## config.mk

```make
export PLATFORM = sky130hd
export DESIGN_NAME = irq_mask_ctrl
export DESIGN_NICKNAME = d
export VERILOG_FILES = /design/src/rtl/irq_mask_ctrl.sv
export SDC_FILE = /design/constraint.sdc
export NUM_CORES = 1
export LEC_CHECK = 0
export ABC_AREA = 1
export BUFFER_PORTS_ARGS = -buffer_cell sky130_fd_sc_hd__buf_4
export CORE_ASPECT_RATIO = 1.4
export CORE_MARGIN = 4
export CORE_UTILIZATION = 44
export CTS_BUF_LIST = sky130_fd_sc_hd__clkbuf_4 sky130_fd_sc_hd__clkbuf_8
export CTS_CLUSTER_DIAMETER = 100
export DETAILED_ROUTE_END_ITERATION = 16
export PLACE_DENSITY_LB_ADDON = 0.08
export SLEW_MARGIN = 20
export SYNTH_ARGS = -nofsm -noshare
export SYNTH_HDL_FRONTEND = slang
export SYNTH_SLANG_ARGS = --single-unit
```

## constraint.sdc

```tcl
create_clock -name clk -period 2.5 [get_ports clk]
set_input_delay 0.125 -clock clk [delete_from_list [all_inputs] [get_ports clk]]
set_output_delay 0.125 -clock clk [all_outputs]
set_load 0.02 [all_outputs]
```

## src/rtl/irq_mask_ctrl.sv

```systemverilog
module irq_mask_ctrl #(
  parameter int ADDR_W = 12,
  parameter int NPRIV  = 8
) (
  input  logic              clk,
  input  logic              rst_n,
  input  logic [63:0]       shared_irq_i,
  input  logic [NPRIV-1:0]  private_irq_i,
  input  logic              bus_wr_i,
  input  logic [ADDR_W-1:0] bus_addr_i,
  input  logic [31:0]       bus_wdata_i,
  output logic [31:0]       bus_rdata_o,
  output logic              irq_o
);
  localparam logic [ADDR_W-1:0] A_SUM  = ADDR_W'('h200);
  localparam logic [ADDR_W-1:0] A_PND0 = ADDR_W'('h204);
  localparam logic [ADDR_W-1:0] A_PND1 = ADDR_W'('h208);
  localparam logic [ADDR_W-1:0] A_FIQ  = ADDR_W'('h20C);
  localparam logic [ADDR_W-1:0] A_SET0 = ADDR_W'('h210);
  localparam logic [ADDR_W-1:0] A_SET1 = ADDR_W'('h214);
  localparam logic [ADDR_W-1:0] A_SETP = ADDR_W'('h218);
  localparam logic [ADDR_W-1:0] A_CLR0 = ADDR_W'('h21C);
  localparam logic [ADDR_W-1:0] A_CLR1 = ADDR_W'('h220);
  localparam logic [ADDR_W-1:0] A_CLRP = ADDR_W'('h224);
  localparam int NMIR = 11;
  localparam int MIR_LINE [NMIR] = '{7, 9, 10, 18, 19, 53, 54, 55, 56, 57, 62};

  logic [63:0]      en_sh;
  logic [NPRIV-1:0] en_pv;
  logic [31:0]      fiq_q;
  logic             irq_q;

  wire [63:0]      pend_sh = shared_irq_i & en_sh;
  wire [NPRIV-1:0] pend_pv = private_irq_i & en_pv;
  wire             any_pend = (|pend_sh) | (|pend_pv);

  logic [NMIR-1:0] mir;
  for (genvar k = 0; k < NMIR; k++) begin : g_mir
    assign mir[k] = pend_sh[MIR_LINE[k]];
  end

  wire [31:0] summary = {{(32-10-NMIR){1'b0}}, mir, |pend_sh[63:32], |pend_sh[31:0],
                         {(8-NPRIV){1'b0}}, pend_pv};
  wire [31:0] en_pv_w = {{(32-NPRIV){1'b0}}, en_pv};

  always_ff @(posedge clk) begin
    if (!rst_n) begin
      en_sh <= '0;
      en_pv <= '0;
      fiq_q <= '0;
      irq_q <= 1'b0;
    end else begin
      irq_q <= any_pend;
      if (bus_wr_i) begin
        unique case (bus_addr_i)
          A_SET0:  en_sh[31:0]  <= en_sh[31:0]  |  bus_wdata_i;
          A_SET1:  en_sh[63:32] <= en_sh[63:32] |  bus_wdata_i;
          A_SETP:  en_pv        <= en_pv        |  bus_wdata_i[NPRIV-1:0];
          A_CLR0:  en_sh[31:0]  <= en_sh[31:0]  & ~bus_wdata_i;
          A_CLR1:  en_sh[63:32] <= en_sh[63:32] & ~bus_wdata_i;
          A_CLRP:  en_pv        <= en_pv        & ~bus_wdata_i[NPRIV-1:0];
          A_FIQ:   fiq_q        <= bus_wdata_i;
          default: ;
        endcase
      end
    end
  end

  always_comb begin
    unique case (bus_addr_i)
      A_SUM:         bus_rdata_o = summary;
      A_PND0:        bus_rdata_o = pend_sh[31:0];
      A_PND1:        bus_rdata_o = pend_sh[63:32];
      A_FIQ:         bus_rdata_o = fiq_q;
      A_SET0, A_CLR0: bus_rdata_o = en_sh[31:0];
      A_SET1, A_CLR1: bus_rdata_o = en_sh[63:32];
      A_SETP, A_CLRP: bus_rdata_o = en_pv_w;
      default:       bus_rdata_o = '0;
    endcase
  end

  assign irq_o = irq_q;

  p_set_bits_r2: assert property (@(posedge clk) disable iff (!rst_n)
    (bus_wr_i && bus_addr_i == A_SET0) |=> ((en_sh[31:0] & $past(bus_wdata_i)) == $past(bus_wdata_i)));

  p_clr_bits_r3: assert property (@(posedge clk) disable iff (!rst_n)
    (bus_wr_i && bus_addr_i == A_CLR1) |=> ((en_sh[63:32] & $past(bus_wdata_i)) == 32'h0));

  p_basic_keeps_shared_r8: assert property (@(posedge clk) disable iff (!rst_n)
    (bus_wr_i && (bus_addr_i == A_SETP || bus_addr_i == A_CLRP)) |=> $stable(en_sh));

  p_pend_write_ignored_r9: assert property (@(posedge clk) disable iff (!rst_n)
    (bus_wr_i && (bus_addr_i == A_SUM || bus_addr_i == A_PND0 || bus_addr_i == A_PND1))
      |=> ($stable(en_sh) && $stable(en_pv)));

  p_irq_latency_r10: assert property (@(posedge clk) disable iff (!rst_n)
    1'b1 |=> (irq_o == $past((|(shared_irq_i & en_sh)) | (|(private_irq_i & en_pv)))));

  p_fiq_no_effect_r11: assert property (@(posedge clk) disable iff (!rst_n)
    (bus_wr_i && bus_addr_i == A_FIQ) |=> ($stable(en_sh) && $stable(en_pv)));
endmodule

```

---- Yosys cells after proc, flatten, opt, wreduce, memory -nomap -nowiden ----
Cells that the tools add are included.
operators by class
  div/mod/pow operators ................... 0
  bitwise gates (word level) .............. 11
  equal/unequal tests ..................... 10
  muxes and demuxes ....................... 4
  $add $sub $neg .......................... 0
  multiply operators ...................... 0
  magnitude comparators ................... 0
  shift-type cells ........................ 0
  reductions and logical operators ........ 14
operator list
  kind                                                                      number
  32-bit one-hot mux with 7 select lines                                    1
  32-bit one-hot mux with 2 select lines                                    2
  12-bit by 10-bit equality test with 1-bit output (second input constant)  10
  32-bit bitwise AND                                                        2
  64-bit bitwise AND                                                        1
  32-bit bitwise OR                                                         2
  32-bit OR reduction                                                       2
  64-bit OR reduction                                                       1
  32-bit inverter                                                           1
  8-bit bitwise AND                                                         2
  8-bit one-hot mux with 2 select lines                                     1
  8-bit inverter                                                            1
  8-bit bitwise OR                                                          1
  2-bit AND reduction                                                       4
  8-bit OR reduction                                                        1
  2-bit nonzero test                                                        3
  2-bit OR reduction                                                        3
  1-bit bitwise OR                                                          1
storage, ports and cells
  memories ................................ 0
  output and inout port bits .............. 33
  memory bits (writable) .................. 0
  memory bits (read-only) ................. 0
  input bits .............................. 119
  latch bits .............................. 0
  bits in registers ....................... 105
  word-level logic and storage cells ...... 44

---- Longest topological paths before layout ----
Gate-level depths: netlist of run 1.
  depth after elaboration ................. 3
  depth in mapped cells ................... 11
  mapped depth without buffers ............ 9

---- Worst setup path before layout of run 1 ----
No wires, ideal clock.
  path type ............................... input-to-output
  from .................................... input bus_addr_i[8]
  to ...................................... output bus_rdata_o[27]
  stages on the path ...................... 11
  buffers on the path ..................... 2
  data required time ...................... 2375 ps
  path slack .............................. 1190 ps
  data arrival time ....................... 1185 ps
  cells stage by stage .................... inv_2 -> nand2_2 -> nor2_8 -> nand2_4 -> nor2_4 -> buf_4 -> buf_6 -> nand2_1 -> o21ai_1 -> nor2_1 -> nand3_1
on the way
  word-level cells in the longest chain between the ends .. 3
  elaborated cells on any way between the ends .. 14
  those cells by class .................... 10 x eq/ne; 1 x mux; 3 x reduce/logical
RTL lines
  element                                           RTL line  RTL
  start: declaration                                10        input logic [ADDR_W-1:0] bus_addr_i,
  12-bit by 10-bit equality test with 1-bit output  70        unique case (bus_addr_i)
  2-bit OR reduction                                70
  32-bit one-hot mux with 7 select lines (*)        70
  end: declaration                                  12        output logic [31:0] bus_rdata_o,
Every way passes the cells marked *; elsewhere a longest branch is shown, timed or not.

---- Worst setup path after layout of run 1 ----
  from .................................... input bus_addr_i[1]
  to ...................................... output bus_rdata_o[19]
The elaborated chain is that of the path after synthesis.

==> impl_metrics.json, run 1 <==
{
  "outcome": "completed",
  "drt_wl_total_mm": 22.60,
  "fin_util": 0.5466,
  "seqPwrFrac": 0.534,
  "drv_slew": 0,
  "worst_clock_skew_ps": 6.044,
  "grt_start_max_net_pins": 50,
  "cts_tree": "done",
  "max_stage_delay_ps": 370,
  "p_sw_uw": 772.5,
  "drc_errors": 0,
  "syn_avg_cell_area_um2": 5.707,
  "cts_sinks": 105,
  "drt_pre_antenna_iters": 5,
  "die_x_um": 112.3,
  "regArea_um2": 2102,
  "multi_input_area_um2": 3690,
  "critPathRequiredTime_ps": 2380,
  "final_cell_mix": "nand2_1 (357), buf_4 (163), nor2_1 (157), inv_1 (156), nand3_1 (106)",
  "clk_latency_ps": 370,
  "whs_path_depth": 3,
  "total_power_mw": 3.129,
  "ir_worst_vdd_uv": 261.9,
  "crit_chain": "buf_4 -> inv_1 -> nand2_2 -> nor2_1 -> nand2_2 -> nand2_4 -> nand2_2 -> o21ai_0 -> inv_1 -> nand2_1 -> buf_4",
  "grt_remaining_overflow": 0,
  "r2r_setup_slack_ps": 1230,
  "drv_cap": 0,
  "core-area_um2": 14990,
  "post_cts_resized": 0,
  "path_clk_slew_ps": 100,
  "p_int_mw": 2.357,
  "first_global_vias": 7269,
  "yosys_warnings": 0,
  "grt.total_usage": 0.2561,
  "combPwrFrac": 0.101,
  "drtIter0Drc": 411,
  "die_area_um2": 17290,
  "fmaxAchievable_mhz": 515.9,
  "cp_slowest_cell": "nand2_2",
  "start_util": 0.4471,
  "worst-path-max-fanout": 22,
  "p_leak_nw": 3.852,
  "period_share": 0.7754,
  "antenna_found_initial": 0,
  "root_buffer": "clkbuf_8",
  "hold_ws_ps": 36.14,
  "synthCells": 1174,
  "routed_via_density": 5.079,
  "grt_pass1_wl_mm": 35.90,
  "fin_setup_tns_ps": 0,
  "rows": 53,
  "crit_type": "primary input to primary output",
  "place_hpwl_mm": 16.03,
  "cp-end-kind": "primary output",
  "cts_made_buffers": 9,
  "timing_hold_violations_final": 0,
  "area_delta_synth_final_pct": 22.26,
  "start_kind": "primary input",
  "fill_cells": 1621,
  "cts_setup_buffers": 0,
  "vias": 7552,
  "clockPowerShare": 0.365,
  "ys_seq_area_frac": 0.3137,
  "r2r-end": "irq_o",
  "cp.arrival_ps": 1810,
  "worst_pin_slew_ps": 648.1,
  "r2r_cells": 8,
  "antenna_left": 0,
  "routabilityCongestion": 0.8933,
  "ctsHoldBuffers": 0,
  "syn_nets": 1293,
  "hold_path_class": "primary input to register",
  "fin_crit_ps": 1938,
  "ios": 152,
  "drive_gt1_frac": 0.1606,
  "finalSetupViolations": 0,
  "ys_ff_latch": 105,
  "nets": 1410,
  "pre_cts_slack_ps": 522.6,
  "slew_headroom": 0.5664,
  "die_h_um": 154.0,
  "synth_area_um2": 6700,
  "routedWlPerCell_um": 15.20,
  "layout.cells.most_common": "nand2_1",
  "num_antenna_cells": 0,
  "cts_buffer_depth": 2,
  "io_buffers": 151,
  "fin_ws_ps": 561.5,
  "min_from": "bus_wdata_i[28]",
  "synth.distinct_cells": 23,
  "p_sw_frac": 0.2469,
  "crit_top_cell": "nand2_2",
  "rsz0062_at_grt": "no",
  "p_per_area_nw_per_um2": 382.0,
  "cts_max_level": 3
}
==> how the worst max path moves through the flow <==
stage	startpoint	endpoint	depth (start not counted)
2_1_floorplan	bus_addr_i[8]	bus_rdata_o[27]	11
3_3_place_gp	bus_addr_i[1]	bus_rdata_o[13]	11
3_5_place_dp	bus_addr_i[1]	bus_rdata_o[13]	11
4_1_cts	bus_addr_i[1]	bus_rdata_o[13]	11
5_1_grt	bus_addr_i[11]	bus_rdata_o[21]	9
6_report	bus_addr_i[1]	bus_rdata_o[19]	11
==> metal layers <==
metal | share of wire | routed length [um] | global-route usage
met1 | 0.42 | 9499 | 0.3133
met2 | 0.49 | 11150 | 0.4561
met3 | 0.061 | 1371 | 0.03425
met4 | 0.025 | 574 | 0.09164
met5 | 0 | 0 | 0
==> synth_stat cells, drive strengths merged <==
cell type  instances  area share
nand3            107       0.081
nor2             163       0.098
nand3b             2      0.0022
a21oi             72       0.054
nand4             36       0.034
dfxtp            105        0.31
buf               31       0.027
inv              163       0.091
nand2            367        0.21
o21ai             93       0.069
clkbuf            32       0.018
nor3               3      0.0022
==> logic make-up after synthesis <==
family / share of synthesized area
AND/OR/NAND/NOR: 0.4271
buffers and inverters: 0.1359
AO/OA/AOI/OAI: 0.1232
flip-flops: 0.3137
==> power groups by stage <==
stage               registers [mW]  logic (mW)  clock network, mW
detailed placement            1.71       0.314                  0
finish                        1.67       0.317               1.14
CTS                           1.67       0.315               1.16
floorplan                     1.71      0.0982                  0
global route                  1.67       0.344               1.22
global placement              1.71       0.313                  0
==> per-stage QoR <==
stage | instance area, um^2 | cells
2_1_floorplan | 6700 | 1174
3_3_place_gp | 7988 | 1472
3_5_place_dp | 7988 | 1472
4_1_cts | 8192 | 1487
5_1_grt | 8192 | 1487
6_report | 8192 | 1487
==> layout make-up <==
cell class,instances,area share
clock buffer,13,0.02031
clock inverter,2,0.004582
inverter,163,0.07469
multi-input combinational,843,0.4504
sequential,105,0.2566
tap,192,0.02933
timing repair buffer,169,0.1640
==> critical path, delay by kind of cell <==
family / cells / cell delay (ps)
buffers and inverters: 4 / 350
AOI/OAI and AO/OA: 1 / 290
and+or+nand+nor: 6 / 1030
(Power assumes the default switching activity.)
==> run 2, diff against run 1 <==
==> constraint.sdc (replaced) <==
create_clock -name clk -period 1.7 [get_ports clk]
set_input_delay 0.085 -clock clk [delete_from_list [all_inputs] [get_ports clk]]
set_output_delay 0.085 -clock clk [all_outputs]
set_load 0.02 [all_outputs]
==> impl_metrics.json, run 2 (synthesis gave the netlist of run 1 again) <==
{
  "pre_cts_slack_ps": 132.0,
  "r2r_setup_slack_ps": 60,
  "rows": 53,
  "core-area_um2": 14990,
  "num_antenna_cells": 0,
  "drtIter0Drc": 589,
  "cp-end-kind": "primary output",
  "p_per_area_nw_per_um2": 536.0,
  "cts_tree": "done",
  "io_buffers": 151,
  "vias": 7885,
  "cp_slowest_cell": "dfxtp_1",
  "start_util": 0.4471,
  "fmaxAchievable_mhz": 594.0,
  "die_area_um2": 17290,
  "hold_ws_ps": 64.83,
  "crit_top_cell": "nand2_1",
  "routed_via_density": 5.100,
  "drv_slew": 0,
  "grt.total_usage": 0.2630,
  "root_buffer": "clkbuf_8",
  "die_x_um": 112.3,
  "r2r_cells": 13,
  "first_global_vias": 7448,
  "clk_latency_ps": 400,
  "nets": 1468,
  "r2r-end": "irq_o",
  "cts_buffer_depth": 2,
  "place_hpwl_mm": 15.88,
  "timing_hold_violations_final": 0,
  "cts_made_buffers": 9,
  "worst_clock_skew_ps": 7.811,
  "rsz0062_at_grt": "yes",
  "drive_gt1_frac": 0.2326,
  "period_share": 0.9904,
  "critPathRequiredTime_ps": 1620,
  "routedWlPerCell_um": 15.05,
  "drt_pre_antenna_iters": 5,
  "cp_top_family": "simple AND/OR/NAND/NOR gates",
  "whs_path_depth": 3,
  "cp.arrival_ps": 1600,
  "grt_remaining_overflow": 0,
  "drc_errors": 0,
  "cts_sinks": 105,
  "drt_wl_total_mm": 23.26,
  "fin_ws_ps": 16.38,
  "hold_path_class": "primary input to register",
  "max_stage_delay_ps": 340,
  "drv_cap": 0,
  "area_delta_synth_final_pct": 34.70,
  "grt_start_max_net_pins": 54,
  "start_kind": "register",
  "ir_worst_vdd_uv": 318.0,
  "crit_type": "register to primary output",
  "antenna_found_initial": 0,
  "slew_headroom": 0.6841,
  "fin_crit_ps": 1684,
  "finalSetupViolations": 0,
  "worst_pin_slew_ps": 473.9,
  "routabilityCongestion": 0.8976,
  "ios": 152,
  "layout.cells.most_common": "nand2_1",
  "path_clk_slew_ps": 110,
  "crit_chain": "nand2_1 -> nand2_1 -> nor2_2 -> nand2_2 -> nor2_2 -> nand2_1 -> nand2_1 -> nand2_2 -> buf_6",
  "antenna_left": 0,
  "worst-path-max-fanout": 3,
  "min_from": "bus_wr_i",
  "grt_pass1_wl_mm": 36.87,
  "cts_max_level": 3,
  "final_cell_mix": "nand2_1 (323), buf_4 (180), inv_1 (154), nor2_1 (140), nand3_1 (105)",
  "die_h_um": 154.0,
  "p_leak_nw": 4.185,
  "cp_num_buf_inv": 1,
  "outcome": "completed"
}
==> run 2: cell count changes in the layout (fill, tap and decap cells not counted), moves of 7 or more <==
cell,before,now
dlygate4sd3_1,0,32
dfxtp_2,0,25
dfxtp_1,105,80
nor2_1,157,140
buf_12,6,13
nand2_2,8,42
buf_4,163,180
nand2_1,357,323
nor2_2,2,13
==> run 2: where the power goes <==
part           leakage, nW  internal, mW  total (mW)  switching [mW]
sequential           0.858          2.46        2.46        0.000392
clock                0.108         0.846        1.84           0.996
combinational         3.22         0.271       0.537           0.266
==> run 2: final cells by class <==
cell class / instances / area, um^2
tap: 192 / 240.2
clock inverter: 7 / 103.9
clock buffer: 9 / 123.9
multi-input combinational: 843 / 3857
fill: 1545 / 5962
sequential: 105 / 2133
inverter: 163 / 611.8
timing repair buffer: 227 / 1954
==> run 2: repair_timing <==
item                                    CTS  global route
pin swaps                                10            18
hold buffers                             32             0
endpoints found under the setup margin    2            17
hold endpoints to repair                 59             0
resized for setup                        27            61
buffers inserted                         11             2
==> run 2: stage by stage <==
step	cells	util	total power, mW	instance area, um^2	setup TNS [ps]
6_report	1546	0.6022	4.837	9025	0
3_3_place_gp	1485	0.5453	2.981	8173	0
2_1_floorplan	1174	-	2.660	6700	0
4_1_cts	1544	0.5913	4.861	8861	0
5_1_grt	1546	0.6022	5.021	9025	-119.8
3_5_place_dp	1485	0.5453	2.982	8173	0
==> run 2: tightest hold or removal path, cell delays in order <==
cell	delay (ps)
buf_4	180
nand3_1	100
a21oi_1	50
==> run 2: worst max path at each step <==
stage                            endpoint  slack (ps)  depth (start not counted)
after floorplan           bus_rdata_o[27]         470                         11
after global routing       bus_rdata_o[9]         -80                          9
after detailed placement        fiq_q[26]         130                         10
after CTS                  bus_rdata_o[9]         0.2                          9
final                      bus_rdata_o[9]          20                          9
after global placement    bus_rdata_o[20]         140                         12
==> run 2: per-layer routing <==
| metal | up-vias | GRT usage | routed length (um) |
|---|---|---|---|
| met2 | 255 | 0.4609 | 11530 |
| met4 | 0 | 0.1008 | 680 |
| met5 | - | 0 | 0 |
| met1 | 3568 | 0.3205 | 9800 |
| li1 | 4016 | - | - |
| met3 | 46 | 0.04291 | 1246 |
==> run 3, diff against run 2 <==
--- a/config.mk
+++ b/config.mk
@@ -13,7 +13,7 @@
 export CTS_BUF_LIST = sky130_fd_sc_hd__clkbuf_4 sky130_fd_sc_hd__clkbuf_8
 export CTS_CLUSTER_DIAMETER = 100
 export DETAILED_ROUTE_END_ITERATION = 16
-export PLACE_DENSITY_LB_ADDON = 0.08
+export PLACE_DENSITY = 0.77
 export SLEW_MARGIN = 20
 export SYNTH_ARGS = -nofsm -noshare
 export SYNTH_HDL_FRONTEND = slang
==> impl_metrics.json, run 3 (synthesis gave the netlist of run 1 again) <==
{
  "finalSetupViolations": 0,
  "multi_input_area_um2": 3787,
  "drc_errors": 0,
  "r2r-end": "irq_o",
  "min_from": "bus_wdata_i[20]",
  "root_buffer": "clkbuf_8",
  "drtIter0Drc": 520,
  "clk_latency_ps": 370,
  "pre_cts_slack_ps": 98.26,
  "fin_crit_ps": 1645,
  "p_per_area_nw_per_um2": 542.4,
  "first_global_vias": 7417,
  "fin_util": 0.5874,
  "whs_path_depth": 3,
  "total_power_mw": 4.775,
  "placed_cell_area_um2": 8175,
  "drt_pre_antenna_iters": 7,
  "rsz0062_at_grt": "yes",
  "ios": 152,
  "drv_cap": 0,
  "vias": 7897,
  "start_kind": "register",
  "cp.arrival_ps": 1560,
  "fin_ws_ps": 54.97,
  "grt_start_max_net_pins": 65,
  "cp-end-kind": "primary output",
  "fmaxAchievable_mhz": 607.9,
  "r2r_setup_slack_ps": 540,
  "grt_pass1_wl_mm": 35.02,
  "die_x_um": 112.3,
  "nets": 1449,
  "period_share": 0.9677,
  "cts_tree": "done",
  "fill_cells": 1525,
  "grt.total_usage": 0.2483,
  "routedWlPerCell_um": 14.56,
  "r2r_cells": 8,
  "grt_remaining_overflow": 0,
  "outcome": "completed",
  "critPathRequiredTime_ps": 1620,
  "fin_setup_tns_ps": 0,
  "timing_hold_violations_final": 0,
  "p_leak_nw": 4.107,
  "worst-path-max-fanout": 4,
  "regArea_um2": 2118,
  "cts_buffer_depth": 2,
  "hold_path_class": "primary input to register",
  "ir_worst_vdd_uv": 353.2,
  "die_area_um2": 17290,
  "worst_pin_slew_ps": 476.5,
  "antenna_found_initial": 0,
  "path_clk_slew_ps": 100,
  "cts_made_buffers": 9,
  "rows": 53,
  "cts_max_level": 3,
  "antenna_left": 0,
  "place_hpwl_mm": 15.63,
  "routed_via_density": 5.172,
  "stdcell_area_um2": 8803,
  "start_util": 0.4471,
  "crit_type": "register to primary output",
  "area_delta_synth_final_pct": 31.39,
  "layout.cells.most_common": "nand2_1",
  "io_buffers": 151,
  "drv_slew": 0,
  "routabilityCongestion": 0.8831,
  "num_antenna_cells": 0,
  "core-area_um2": 14990,
  "cts_sinks": 105,
  "final_cell_mix": "nand2_1 (334), buf_4 (167), inv_1 (155), nor2_1 (149), nand3_1 (106)",
  "worst_clock_skew_ps": 12.01,
  "drt_wl_total_mm": 22.24,
  "die_h_um": 154.0,
  "drive_gt1_frac": 0.2022,
  "slew_headroom": 0.6823
}
-- run 3: area by class of cell --
class,instances,area share
Clock inverter,6,0.01038
Sequential cell,105,0.2406
Tap cell,192,0.02729
Multi-Input combinational cell,843,0.4302
Clock buffer,10,0.01563
Inverter,163,0.06950
Timing Repair Buffer,208,0.2064
-- run 3: repair_timing --
action | 4_1_cts | 5_1_grt
resized for setup | 18 | 33
setup endpoints to repair | 2 | 22
hold endpoints to repair | 27 | 0
setup buffers | 1 | 4
pin swaps | 6 | 19
hold buffers | 24 | 0
-- run 3: critical path, stage by stage, from the launching register on --
cell and delay, ps:
dfxtp_1 360, nand2_1 70, nand2_1 50, nor2_1 150
nand2_1 110, nor2_1 110, nand2_1 70, nand2_1 80
nand2_2 60, buf_6 130
-- run 3: worst max-delay path by stage --
stage / to / slack (ps) / cells past startpoint
2_1_floorplan: bus_rdata_o[27] / 470 / 11
3_3_place_gp: bus_rdata_o[7] / 130 / 11
4_1_cts: bus_rdata_o[8] / 3 / 9
6_report: bus_rdata_o[9] / 50 / 9
5_1_grt: bus_rdata_o[9] / -70 / 9
3_5_place_dp: bus_rdata_o[12] / 100 / 12
-- run 3: power breakdown --
part	switching, mW	internal, mW
Combinational	0.264	0.261
Sequential	0.000376	2.46
Clock	0.918	0.873
-- run 3: per-stage QoR --
| stage | hold slack [ps] | instances |
|---|---|---|
| after detailed placement | 383.1 | 1482 |
| after global placement | 380.0 | 1482 |
| final | 17.23 | 1527 |
| after CTS | 0.2322 | 1523 |
| after global routing | 4.739 | 1527 |
| after floorplan | 240.3 | 1174 |
-- run 3: layer usage --
metal / wire [um] / vias up / GRT usage / share of wire
met2: 11270 / 314 / 0.4496 / 0.51
met3: 1403 / 49 / 0.03268 / 0.063
met5: 0 / - / 0 / 0
met1: 8923 / 3552 / 0.2899 / 0.40
li1: - / 3982 / - / -
met4: 639 / 0 / 0.1071 / 0.029
